### config.mk
export PLATFORM = sky130hd
export DESIGN_NAME = ret_addr_stack
export DESIGN_NICKNAME = d
export VERILOG_FILES = /design/src/rtl/ras_pkg.sv /design/src/rtl/ras_ctrl.sv /design/src/rtl/ras_data.sv /design/src/rtl/ret_addr_stack.sv
export SDC_FILE = /design/constraint.sdc
export NUM_CORES = 1
export LEC_CHECK = 0
export BUFFER_PORTS_ARGS = -buffer_cell sky130_fd_sc_hd__buf_4
export CAP_MARGIN = 30
export CORE_ASPECT_RATIO = 0.5
export CORE_MARGIN = 1
export CORE_UTILIZATION = 57
export DETAILED_ROUTE_END_ITERATION = 10
export GPL_TIMING_DRIVEN = 0
export PLACE_DENSITY = 0.76
export SKIP_LAST_GASP = 1
export SLEW_MARGIN = 10
export SYNTH_ARGS = -nofsm -noshare
export SYNTH_HDL_FRONTEND = slang
export SYNTH_HIERARCHICAL = 1
export SYNTH_SLANG_ARGS = --single-unit
### constraint.sdc
create_clock -name clk -period 5.9 [get_ports clk]
set_clock_uncertainty 0.1 [all_clocks]
set_input_delay 1.18 -clock clk [delete_from_list [all_inputs] [get_ports clk]]
set_output_delay 1.18 -clock clk [all_outputs]
set_load 0.03 [all_outputs]
### src/rtl/ras_pkg.sv
package ras_pkg;
  localparam int RAS_DEPTH = 6;
  localparam int RAS_WIDTH = 11;
  localparam int RAS_IDX_W = $clog2(RAS_DEPTH + 1);

  typedef struct packed {
    logic                 wrEn;
    logic                 shiftEn;
    logic [RAS_IDX_W-1:0] wrIdx;
    logic [RAS_IDX_W-1:0] rdIdx;
  } rasStrobe_t;
endpackage

### src/rtl/ras_ctrl.sv
module ras_ctrl
  import ras_pkg::*;
#(
  parameter int DEPTH = RAS_DEPTH,
  parameter int IDX_W = RAS_IDX_W
) (
  input  logic       clk,
  input  logic       rst_n,
  input  logic       pushCall,
  input  logic       pushIrq,
  input  logic       pop,
  output rasStrobe_t strobe,
  output logic       isFull
);
  localparam logic [IDX_W-1:0] FULL_LVL = IDX_W'(DEPTH);
  localparam logic [IDX_W-1:0] ONE      = IDX_W'(1);

  logic [IDX_W-1:0] ptr, ptrNext;
  logic isEmpty, popOk, pushOk;

  assign isFull  = (ptr == FULL_LVL);
  assign isEmpty = (ptr == '0);
  assign popOk   = pop & ~isEmpty;
  // an interrupt push is taken only if a level is free, or one is freed this cycle
  assign pushOk  = pushCall | (pushIrq & (~isFull | popOk));

  always_comb begin
    strobe.wrEn    = 1'b0;
    strobe.shiftEn = 1'b0;
    strobe.wrIdx   = ptr;
    strobe.rdIdx   = isEmpty ? '0 : ptr - ONE;
    ptrNext        = ptr;
    if (pushOk && popOk) begin
      strobe.wrEn  = 1'b1;
      strobe.wrIdx = ptr - ONE;
    end else if (pushOk && !isFull) begin
      strobe.wrEn  = 1'b1;
      strobe.wrIdx = ptr;
      ptrNext      = ptr + ONE;
    end else if (pushOk) begin
      strobe.shiftEn = 1'b1;
    end else if (popOk) begin
      ptrNext = ptr - ONE;
    end
  end

  always_ff @(posedge clk) begin
    if (!rst_n) ptr <= '0;
    else        ptr <= ptrNext;
  end

  p_no_overflow_r4: assert property (@(posedge clk) disable iff (!rst_n)
    ptr <= FULL_LVL);

  p_depth_step_r2: assert property (@(posedge clk) disable iff (!rst_n)
    ##1 (ptr == $past(ptr)) || (ptr == $past(ptr) + ONE) || (ptr + ONE == $past(ptr)));

  p_irq_held_r5: assert property (@(posedge clk) disable iff (!rst_n)
    (isFull && pushIrq && !pushCall && !pop) |=> (ptr == FULL_LVL));

  p_empty_pop_r7: assert property (@(posedge clk) disable iff (!rst_n)
    (isEmpty && pop && !pushCall && !pushIrq) |=> (ptr == '0));

  p_swap_depth_r8: assert property (@(posedge clk) disable iff (!rst_n)
    (!isEmpty && pop && pushCall) |=> $stable(ptr));

  p_call_full_r6: assert property (@(posedge clk) disable iff (!rst_n)
    (isFull && pushCall && !pop) |=> (ptr == FULL_LVL));
endmodule

### src/rtl/ras_data.sv
module ras_data
  import ras_pkg::*;
#(
  parameter int DEPTH = RAS_DEPTH,
  parameter int WIDTH = RAS_WIDTH,
  parameter int IDX_W = RAS_IDX_W
) (
  input  logic             clk,
  input  logic             rst_n,
  input  rasStrobe_t       strobe,
  input  logic [WIDTH-1:0] pcIn,
  output logic [WIDTH-1:0] pcOut
);
  logic [WIDTH-1:0] mem [DEPTH];

  for (genvar i = 0; i < DEPTH; i++) begin : g_level
    if (i == DEPTH - 1) begin : g_top
      always_ff @(posedge clk) begin
        if (!rst_n) mem[i] <= '0;
        else if (strobe.shiftEn) mem[i] <= pcIn;
        else if (strobe.wrEn && strobe.wrIdx == IDX_W'(i)) mem[i] <= pcIn;
      end
    end else begin : g_lower
      always_ff @(posedge clk) begin
        if (!rst_n) mem[i] <= '0;
        else if (strobe.shiftEn) mem[i] <= mem[i+1];
        else if (strobe.wrEn && strobe.wrIdx == IDX_W'(i)) mem[i] <= pcIn;
      end
    end
  end

  assign pcOut = mem[strobe.rdIdx];

  p_shift_top_r6: assert property (@(posedge clk) disable iff (!rst_n)
    strobe.shiftEn |=> (mem[DEPTH-1] == $past(pcIn)));

  p_shift_oldest_r6: assert property (@(posedge clk) disable iff (!rst_n)
    strobe.shiftEn |=> (mem[0] == $past(mem[1])));

  p_write_lands_r2: assert property (@(posedge clk) disable iff (!rst_n)
    (strobe.wrEn && !strobe.shiftEn) |=> (mem[$past(strobe.wrIdx)] == $past(pcIn)));
endmodule

### src/rtl/ret_addr_stack.sv
module ret_addr_stack
  import ras_pkg::*;
#(
  parameter int DEPTH = RAS_DEPTH,
  parameter int WIDTH = RAS_WIDTH
) (
  input  logic             clk,
  input  logic             rst_n,
  input  logic             pushCall,
  input  logic             pushIrq,
  input  logic             pop,
  input  logic [WIDTH-1:0] pcIn,
  output logic [WIDTH-1:0] pcOut,
  output logic             full,
  output logic             irqAckAllowed
);
  rasStrobe_t strobe;

  ras_ctrl #(.DEPTH(DEPTH), .IDX_W(RAS_IDX_W)) u_ctrl (
    .clk(clk), .rst_n(rst_n), .pushCall(pushCall), .pushIrq(pushIrq),
    .pop(pop), .strobe(strobe), .isFull(full)
  );

  ras_data #(.DEPTH(DEPTH), .WIDTH(WIDTH), .IDX_W(RAS_IDX_W)) u_data (
    .clk(clk), .rst_n(rst_n), .strobe(strobe), .pcIn(pcIn), .pcOut(pcOut)
  );

  assign irqAckAllowed = ~full;
endmodule

After elaboration in Yosys (flattened, before gate mapping):

Memory sizes are Yosys's and may differ from the RTL's.
Index checks and enable logic that the tools add are counted.

* $add $sub $neg: 2
* eq/ne operators: 7
* mux-type cells: 50
* bitwise gates (word level): 19
* reductions and logical operators: 13

Operators by type and width (count)
* 11-bit 2-to-1 mux: 12
* 1-bit 2-to-1 mux: 33
* 3-bit 2-to-1 mux: 5
* 1-bit OR: 14
* 3-bit equality test (second input constant): 3
* 1-bit logical AND: 8
* 3-bit by 2-bit equality test with 1-bit output (second input constant): 2
* 3-bit zero test: 2
* 3-bit by 1-bit adder with 3-bit output (second input constant): 1
* 3-bit by 1-bit equality test with 1-bit output (second input constant): 1
* 1-bit inverter: 3
* 3-bit AND reduction: 1
* 3-bit by 1-bit subtractor with 3-bit output (second input constant): 1
* 1-bit AND: 2
* 2-bit inequality test (second input constant): 1
* 2-bit nonzero test: 1
* 1-bit zero test: 1

* flip-flop bits (word level): 3
* memory bits (writable): 66
* output and inout port bits: 13
* word-level logic and storage cells: 93
* memories: 1

Memory list
* u_data.mem: depth 6, bits a word 11, read ports 6, clocked after Yosys merged registers in 0, write ports 6, line ras_data.sv:14 `logic [WIDTH-1:0] mem [DEPTH];`

Depth between registers and ports, before layout:

* depth in word-level cells: 15
* depth in mapped cells: 9
* depth with buffers taken out: 8

Hierarchy:

Netlist, hierarchy kept.

Modules (own cells, without submodules)
* ras_data: instances 1, cells each 233, area an instance 3460.8 um^2
* ras_ctrl: instances 1, cells each 43, area an instance 361.6 um^2
* ret_addr_stack: instances 1, cells each 1, area an instance 3.8 um^2

Least setup slack after synthesis:

Ideal clock, no wire load.

* path kind: input -> register
* start: in pushIrq
* end: mem u_data/mem[4][0] (netlist name) (enable)
* arrival time: 3.186 ns
* data required time: 5.406 ns
* slack: 2.220 ns
* stages on the path: 7
* path buffers: 1
* cells stage by stage: o21ai_2 nor2_1 nand2_1 xnor2_1 nand4bb_1 clkbuf_1 o21ai_0

RTL lines
* start, declared: line ret_addr_stack.sv:10 `input logic pushIrq,`
* end, declared: line ras_data.sv:14

==> impl_metrics.json <==
{
  "outcome": "completed",
  "initial_core_util": 0.609,
  "io_pins": 29,
  "gp_congestion": 0.833,
  "cts_max_level": 3,
  "worstSetupStartpointType": "flip-flop",
  "syn_area_um2": 3830,
  "fill_cells": 421,
  "place_area_um2": 4170,
  "cp-end-kind": "output pin",
  "synthCells": 277,
  "p_sw_frac": 0.365,
  "drive_above_1_share": 0.260,
  "setup_viol": 0,
  "crit_required_ns": 4.62,
  "cts-buffers-inserted": 9,
  "diodes": 0,
  "core_um2": 6280,
  "cp.arrival_ns": 2.77,
  "die_area_um2": 7060,
  "yosys_register_bits": 69,
  "startpoint": "u_ctrl/ptr[0]",
  "max_freq_mhz": 247,
  "drt_pre_antenna_iters": 5,
  "layout.nets": 338,
  "dpl.hpwl_um": 6690,
  "intPower_mw": 1.34,
  "worstMarginPinSlew_ns": 0.906,
  "fin_crit_ns": 4.05,
  "yosysWarnings": 6,
  "tns_ns": 0,
  "fin_crit_sh": 0.686,
  "clkTransAtPathRegs_ns": 0.06,
  "ctsHoldBuffers": 0,
  "synth_top_family_by_area": "compound AO/OA/AOI/OAI gates",
  "drt_iter0_drc": 378,
  "drv_slew": 0,
  "cellPowerDensity_nw_per_um2": 469,
  "min-delay-start": "u_data/mem[3][5]",
  "cts_root_buf": "clkbuf_16",
  "fp.dieW_um": 118,
  "viasPerCell": 7.16,
  "clock_sinks": 69,
  "dr_total_vias": 2943,
  "path_max_fanout": 10,
  "post_cts_resized": 0,
  "cp_cell_sequence": "inv_1, ha_1, and2b_2, nor2_1, buf_2, mux4_2, buf_4",
  "ys_types": 38,
  "drc": 0,
  "slowest_stage": "mux4_2",
  "design_area_um2": 4490,
  "synth-xor-area-share": 0.00687,
  "cpPeakStageDelay_ns": 0.57,
  "hp-class": "flip-flop to flip-flop",
  "antenna_left": 0,
  "hold_viol_final": 0,
  "antenna_found_initial": 0,
  "fp-row-count": 20,
  "crit_type": "flip-flop to output pin",
  "grt_pass1_wl_um": 15600,
  "r2r-start": "u_ctrl/ptr[0]",
  "rsz0062_at_grt": "no",
  "clockBufferDepth": 2,
  "max_cap_viol_count": 0,
  "synth_compound_area_frac": 0.188,
  "syn_avg_cell_area_um2": 13.8,
  "slew_headroom": 0.396,
  "grt_overflow_total": 0,
  "synth.area.mux_share": 0.140,
  "die_h_um": 59.9,
  "synthAdderAreaFrac": 0.0131,
  "pwr-share-seq": 0.326,
  "track_usage": 0.313,
  "wirelength_um": 10500,
  "comb_power_share": 0.405,
  "tritoncts": "yes",
  "synth_nets": 297,
  "grt_max_degree": 13,
  "syn2layout_area_growth_pct": 17.3,
  "worstSkewPairLatency_ns": 0.33,
  "post_cts_buffers": 0,
  "power.leakage_nw": 1.63,
  "ys_seq_area_frac": 0.534,
  "p_clk_frac": 0.270,
  "switchingPower_mw": 0.769,
  "synthSimpleGateAreaFrac": 0.0664,
  "port_buffers": 28,
  "grt_pass1_vias": 2754,
  "vdd_drop_max_uv": 259,
  "wl_per_cell_um": 25.5
}
==> power by group through the flow <==
| stage | logic [mW] | clock network [mW] | registers, mW |
|---|---|---|---|
| 3_3_place_gp | 0.809 | 0 | 0.690 |
| 5_1_grt | 0.886 | 0.590 | 0.693 |
| 6_report | 0.852 | 0.568 | 0.686 |
| 2_1_floorplan | 0.572 | 0 | 0.676 |
| 4_1_cts | 0.837 | 0.571 | 0.685 |
| 3_5_place_dp | 0.833 | 0 | 0.693 |
==> critical path, delay by kind of cell, from the launching register on <==
family / cells / cell delay [ns]
adders and majority gates: 1 / 0.28
buffers and inverters: 3 / 0.74
DFF: 1 / 0.42
muxes: 1 / 0.57
and+or+nand+nor: 2 / 0.42
==> placed cells by master, fill, tap and decap left out, drive strengths merged, types with 3 or more instances in the layout <==
master / count
nand2: 3
nor2: 5
clkinv: 4
or4: 3
o21ai: 7
mux4: 11
buf: 43
dfxtp: 3
clkbuf: 23
a211oi: 12
xnor2: 3
and2: 3
a32o: 44
mux2: 24
inv: 17
edfxtp: 66
nand3: 11
nand2b: 3
a21oi: 4
ha: 4
o31ai: 13
==> flip-flops by register name, summed over array words and instances, names as in the netlist <==
signal / cells
u_ctrl/ptr: 3
u_data/mem: 66
==> area by class of cell <==
cell class	count	area, µm²	share of cell area
Clock inverter	7	90.1	0.0201
Sequential cell	69	2040	0.455
Tap cell	88	110	0.0245
Clock buffer	9	225	0.0502
Buffer	27	136	0.0304
Timing Repair Buffer	30	225	0.0502
Multi-Input combinational cell	164	1600	0.355
Inverter	17	63.8	0.0142
==> final timing paths <==
| kind | end | slack [ns] | depth (start not counted) |
|---|---|---|---|
| setup / recovery | pcOut[8] | 1.85 | 7 |
| hold / removal | u_data/mem[2][5] | 0.46 | 1 |
| setup reg to reg | u_data/mem[4][9] | 2.40 | 10 |
| hold reg to reg | u_data/mem[2][5] | 0.46 | 1 |
==> per-stage QoR <==
step                setup WS [ns]  hold WS [ns]  utilization  std cells  power (mW)
global route                 1.70         0.476        0.715        411        2.17
global placement             1.26         0.427        0.660        393        1.50
floorplan                    2.22         0.380            -        277        1.25
finish                       1.85         0.462        0.715        411        2.11
CTS                          1.82         0.461        0.715        411        2.09
detailed placement           2.14         0.448        0.664        395        1.53
==> kinds of logic after synthesis <==
logic type	after synthesis
and+or+nand+nor	38
AOI/OAI and AO/OA	83
muxes	36
buffers and inverters	44
xor gates and xnor gates	3
DFF	69
adders and majority gates	4
==> cells in the mapped netlist (all sizes together) <==
cell type  number  share of area
a211oi         12          0.024
a21boi          1         0.0020
a21oi           4         0.0052
a32o           44           0.12
and2            3         0.0052
and2b           1         0.0023
and3b           1         0.0023
and4bb          1         0.0033
buf            13          0.022
clkbuf         14          0.014
dfxtp           3          0.016
edfxtp         66           0.52
ha              4          0.013
inv            17          0.017
mux2           24          0.073
mux2i           1         0.0026
mux4           11          0.065
nand2           3         0.0029
nand2b          3         0.0049
nand3          11          0.014
nand4b          1         0.0023
nand4bb         2         0.0059
nor2            5         0.0049
nor2b           2         0.0033
nor4b           1         0.0062
o21ai           7          0.010
o2bb2ai         1         0.0039
o31ai          13          0.026
o41ai           1         0.0023
or4             3         0.0059
or4b            1         0.0026
xnor2           3         0.0069
==> metal layers <==
layer | vias to the layer above | global-route usage | wire length, µm
li1 | 1241 | - | -
met1 | 1446 | 0.411 | 4200
met2 | 227 | 0.488 | 4610
met3 | 29 | 0.0992 | 1330
met4 | 0 | 0.141 | 333
met5 | - | 0 | 0
Power figures use the tool's default switching activity.
